**src/rtl/xlat_root_pkg.sv**
```systemverilog
// Shared widths, field layout and mode codes for the translation root register.
// Assumes a 64-bit register: the field widths must add up to XLEN.
package xlat_root_pkg;
    localparam int XLEN   = 64;
    localparam int MODE_W = 4;
    localparam int ASID_W = 16;
    localparam int PPN_W  = XLEN - MODE_W - ASID_W;
    localparam int NMODES = 1 << MODE_W;

    // Mode codes that carry behaviour in this block.
    localparam logic [MODE_W-1:0] MODE_BARE  = 4'd0;
    localparam logic [MODE_W-1:0] MODE_PG39  = 4'd8;
    localparam logic [MODE_W-1:0] MODE_PG48  = 4'd9;

    // Modes that may ever be enabled: bare plus the two paged schemes.
    localparam logic [NMODES-1:0] DEFINED_MASK =
        (NMODES'(1) << MODE_BARE) | (NMODES'(1) << MODE_PG39) | (NMODES'(1) << MODE_PG48);

    // Register image; the first member lands in the top bits.
    typedef struct packed {
        logic [MODE_W-1:0] mode;
        logic [ASID_W-1:0] asid;
        logic [PPN_W-1:0]  ppn;
    } root_fields_t;
endpackage

```
**src/rtl/xlat_mode_filter.sv**
```systemverilog
// Decides whether a mode code on the write bus may be stored.
// Assumes SUPPORTED holds one bit per mode code; bits outside the defined
// set are ignored and bare mode is forced on.
module xlat_mode_filter
    import xlat_root_pkg::*;
#(
    parameter logic [NMODES-1:0] SUPPORTED = DEFINED_MASK
) (
    input  logic [MODE_W-1:0] mode_i,
    output logic              accept_o
);
    localparam logic [NMODES-1:0] EFFECTIVE =
        (SUPPORTED & DEFINED_MASK) | (NMODES'(1) << MODE_BARE);

    logic [NMODES-1:0] hit;

    // One comparator per mode code, kept only where the mode is enabled.
    for (genvar m = 0; m < NMODES; m++) begin : g_mode
        if (EFFECTIVE[m]) begin : g_on
            assign hit[m] = (mode_i == MODE_W'(m));
        end else begin : g_off
            assign hit[m] = 1'b0;
        end
    end

    // Accept when any enabled code matches.
    always_comb accept_o = |hit;
endmodule

```
**src/rtl/xlat_root_store.sv**
```systemverilog
// Holds the 64-bit register image. It loads the whole image on a qualified
// write and clears it on synchronous active-low reset.
// Assumes the caller has already gated load_i with the legality decision.
module xlat_root_store
    import xlat_root_pkg::*;
(
    input  logic         clk,
    input  logic         rst_n,
    input  logic         load_i,
    input  root_fields_t d_i,
    output root_fields_t q_o
);
    root_fields_t q;

    // State register: clear on reset, load the full image on a legal write.
    always_ff @(posedge clk) begin
        if (!rst_n) begin
            q <= '0;
        end else if (load_i) begin
            q <= d_i;
        end
    end

    assign q_o = q;
endmodule

```
**src/rtl/xlat_root_reg.sv**
```systemverilog
// Top of the translation root register. It checks the mode on each write,
// stores the full image only when that mode is supported, and decodes the
// stored fields for the translation logic.
// Assumes privilege and address decode are resolved before wr_en is raised.
module xlat_root_reg
    import xlat_root_pkg::*;
#(
    parameter logic [15:0] SUPPORTED_MODES = 16'h0301
) (
    input  logic        clk,
    input  logic        rst_n,
    input  logic        wr_en,
    input  logic [63:0] wr_data,
    output logic [63:0] rd_data,
    output logic [3:0]  mode_o,
    output logic [15:0] asid_o,
    output logic [43:0] root_ppn_o,
    output logic        xlat_on_o
);
    root_fields_t wr_img;
    root_fields_t cur;
    logic         mode_ok;
    logic         load;

    assign wr_img = root_fields_t'(wr_data);

    xlat_mode_filter #(.SUPPORTED(SUPPORTED_MODES)) u_filter (
        .mode_i   (wr_img.mode),
        .accept_o (mode_ok)
    );

    // Qualify the write: an unsupported mode drops every field.
    always_comb load = wr_en && mode_ok;

    xlat_root_store u_store (
        .clk    (clk),
        .rst_n  (rst_n),
        .load_i (load),
        .d_i    (wr_img),
        .q_o    (cur)
    );

    // Decode the stored image onto the output ports.
    always_comb begin
        rd_data    = cur;
        mode_o     = cur.mode;
        asid_o     = cur.asid;
        root_ppn_o = cur.ppn;
        xlat_on_o  = (cur.mode != MODE_BARE);
    end
endmodule

```
**config.mk**
```make
export PLATFORM = sky130hd
export DESIGN_NAME = xlat_root_reg
export DESIGN_NICKNAME = d
export VERILOG_FILES = /design/src/rtl/xlat_root_pkg.sv /design/src/rtl/xlat_mode_filter.sv /design/src/rtl/xlat_root_store.sv /design/src/rtl/xlat_root_reg.sv
export SDC_FILE = /design/constraint.sdc
export NUM_CORES = 1
export LEC_CHECK = 0
export ABC_CLOCK_PERIOD_IN_PS = 1500
export BUFFER_PORTS_ARGS = -buffer_cell sky130_fd_sc_hd__buf_2
export CORE_MARGIN = 5
export CORE_UTILIZATION = 43
export DETAILED_ROUTE_END_ITERATION = 8
export PLACE_DENSITY = 0.81
export SLEW_MARGIN = 20
export SYNTH_ARGS = -nofsm -noshare
export SYNTH_HDL_FRONTEND = slang
export SYNTH_SLANG_ARGS = --single-unit
```
**constraint.sdc**
```tcl
create_clock -name clk -period 1.5 [get_ports clk]
set_clock_uncertainty 0.2 [all_clocks]
set_input_delay 0.15 -clock clk [delete_from_list [all_inputs] [get_ports clk]]
set_output_delay 0.15 -clock clk [all_outputs]
set_load 0.1 [all_outputs]
```
==> flow_metrics.env <==
export IMPL_critPathMaxFanout=2
export IMPL_antenna_found_initial=0
export IMPL_fin_crit_sh_pct=115
export IMPL_hp_start="rst_n"
export IMPL_drt_iter0_drc=112
export IMPL_synth_largest_area_cell="dfxtp_1"
export IMPL_drt_pass1_iterations=4
export IMPL_min_path_type="input port to flip-flop"
export IMPL_synth_avg_cell_area_um2=9.12
export IMPL_avgViaCountPerCell=4.49
export IMPL_r2r_end="u_store.q_o[62]$_SDFFE_PN0P_"
export IMPL_maxSlewViolCount=0
export IMPL_seq_area_frac_synth_pct=41.3
export IMPL_diodes=0
export IMPL_drc_errors=0
export IMPL_arrival_ps=1370
export IMPL_ir_drop_uv=700
export IMPL_numCtsBuffers=9
export IMPL_synth_seq_cells=64
export IMPL_crit_chain="or4_4, buf_8"
export IMPL_rows=31
export IMPL_path_clk_slew_ps=70
export IMPL_area_delta_synth_final_pct=51.3
export IMPL_p_per_area_nw_per_um2=1010
export IMPL_largest_reg_flops=64
export IMPL_die_area_um2=9010
export IMPL_ys_top_cells_by_area="dfxtp_1, mux2i_1, buf_4"
export IMPL_status="finished with violations"
export IMPL_setup_viol=1
export IMPL_h_tree_depth=3
export IMPL_wirelength_mm=8.93
export IMPL_syn_instance_count=340
export IMPL_ant_nets=0
export IMPL_coreArea_um2=7140
export IMPL_crit_path_start_kind="flip-flop"
export IMPL_insertion_delay_ps=320
export IMPL_finalHoldViolCount=0
export IMPL_violations="setup timing"
export IMPL_grt_pass1_wl_mm=13.4
export IMPL_postCtsSetupBuffers=0
export IMPL_synth_top_area_share_pct=41.3
export IMPL_worstMarginPinSlew_ps=508
export IMPL_setup_slack_ps=-224
export IMPL_grt_usage_pct=18.8
export IMPL_reg2reg_from="u_store.q_o[62]$_SDFFE_PN0P_"
export IMPL_clkPwrFrac_pct=34.6
export IMPL_path_class="flip-flop to output port"
export IMPL_rsz0062_at_grt="true"
export IMPL_swShare_pct=34.1
export IMPL_cpMaxStageDelayCell="or4_4"
export IMPL_syn_num_nets=407
export IMPL_share_comb_of_total_power_pct=27.4
export IMPL_grt_overflow=0
export IMPL_finalSetupTns_ps=-224
export IMPL_start_util_pct=43.4
export IMPL_slowest_delay_ps=540
export IMPL_cts_max_path_buffers=2
export IMPL_syn_area_um2=3100
export IMPL_drive_gt1_share_pct=53.1
export IMPL_required_ps=1150
export IMPL_cts_tree="yes"
export IMPL_yosysWarnings=0
export IMPL_clock_sinks=64
export IMPL_hold_depth=4
export IMPL_avgRoutedWirePerCell_um=13.9
export IMPL_dpl_hpwl_mm=5.62
export IMPL_grt_pass1_vias=2867
export IMPL_num_vias=2880
export IMPL_ioPinCount=196
export IMPL_cp_end_kind="output port"
export IMPL_finalPower_mw=4.73
export IMPL_cap_violations=0
export IMPL_yosysUniqueCellTypes=12
export IMPL_root_buffer="clkbuf_8"
export IMPL_holdPathEnd="u_store.q_o[30]$_SDFFE_PN0P_"
export IMPL_hold_ws_ps=112
export IMPL_fp_dieH_um=94.9
export IMPL_p_seq_share_pct=38.0
export IMPL_slew_headroom_pct=66.3
export IMPL_die_x_um=94.9
export IMPL_period_minus_slack_ps=1720
export IMPL_p_int_mw=3.12
export IMPL_grt_max_degree=63
export IMPL_fmax_ghz=0.580
export IMPL_worstRegToRegCells=2
export IMPL_finalNetCount=605
export IMPL_switchingPower_mw=1.61
export IMPL_numPortBuffers=195
export IMPL_leakage_nw=2.35
export IMPL_place_congestion=0.719
export IMPL_reg2reg_slack_ps=580
## cell usage in the layout, fill, tap and decap left out, types with 2 or more instances in the layout
cell type | netlist | routed
clkbuf_8 | 0 | 11
and3b_1 | 2 | 2
dlygate4sd3_1 | 0 | 65
bufinv_16 | 0 | 2
dfxtp_2 | 0 | 64
nand2_1 | 124 | 124
mux2i_1 | 62 | 62
buf_2 | 1 | 172
buf_4 | 65 | 13
buf_12 | 6 | 4
clkbuf_4 | 0 | 17
## through the flow
step / instance area [um^2] / cells / util (%) / setup WS, ps
2_1_floorplan: 3180 / 340 / - / -105
3_3_place_gp: 3760 / 561 / 52.6 / 37.1
3_5_place_dp: 3760 / 561 / 52.6 / -19.6
4_1_cts: 4650 / 641 / 65.1 / -235
5_1_grt: 4690 / 641 / 65.7 / -260
6_report: 4690 / 641 / 65.7 / -224
## repair_timing
| action | CTS | global route |
|---|---|---|
| pin swaps | 0 | 0 |
| hold buffers | 65 | 1 |
| setup endpoints to repair | 5 | 19 |
| hold endpoints to repair | 62 | 1 |
| resized for setup | 7 | 17 |
## kinds of logic after synthesis
| kind of cell | count (synthesis) | share of synthesized area (%) |
|---|---|---|
| and+or+nand+nor | 129 | 17.0 |
| DFF | 64 | 41.3 |
| muxes | 62 | 20.0 |
| buffers and inverters | 85 | 21.6 |
## cells in the mapped netlist
library cell	count
nand2_1	124
buf_4	65
dfxtp_1	64
mux2i_1	62
clkbuf_1	12
buf_12	6
and3b_1	2
buf_2	1
buf_6	1
nor2b_4	1
nor4b_4	1
or4_1	1
## worst max-delay path, delay by kind of cell, from the launching register on
kind | cells | cell delay [ps]
AND/OR/NAND/NOR | 1 | 540
flip-flops | 1 | 320
buffers and inverters | 1 | 190
## worst max-delay path by stage
stage,start,end,slack [ps],cells after the start
2_1_floorplan,u_store.q_o[62]$_SDFFE_PN0P_,xlat_on_o,-100,1
3_3_place_gp,wr_data[60],u_store.q_o[23]$_SDFFE_PN0P_,40,6
3_5_place_dp,wr_data[60],u_store.q_o[28]$_SDFFE_PN0P_,-20,6
4_1_cts,u_store.q_o[62]$_SDFFE_PN0P_,xlat_on_o,-230,2
5_1_grt,u_store.q_o[62]$_SDFFE_PN0P_,xlat_on_o,-260,2
6_report,u_store.q_o[62]$_SDFFE_PN0P_,xlat_on_o,-220,2
## cell type report
class | instances | area [um^2]
sequential | 64 | 1360
tap | 99 | 124
fill | 538 | 2450
multi-input combinational | 191 | 1150
clock inverter | 3 | 65.1
clock buffer | 12 | 155
timing repair buffer | 272 | 1830
## layer usage
layer | GRT usage (%) | share of wire, % | vias up
met4 | 6.49 | 1.9 | 0
met1 | 19.8 | 38 | 1309
met2 | 34.5 | 50 | 141
met5 | 0 | 0 | -
li1 | - | - | 1414
met3 | 6.45 | 9.7 | 16
## power by group through the flow
stage,clock (mW),sequential (mW),combinational [mW]
global placement,0,1.83,1.14
CTS,1.68,1.79,1.28
finish,1.64,1.80,1.29
floorplan,0,2.19,0.638
detailed placement,0,1.83,1.14
global route,1.76,1.80,1.34
Note: power is estimated with default switching activity, not from simulation.
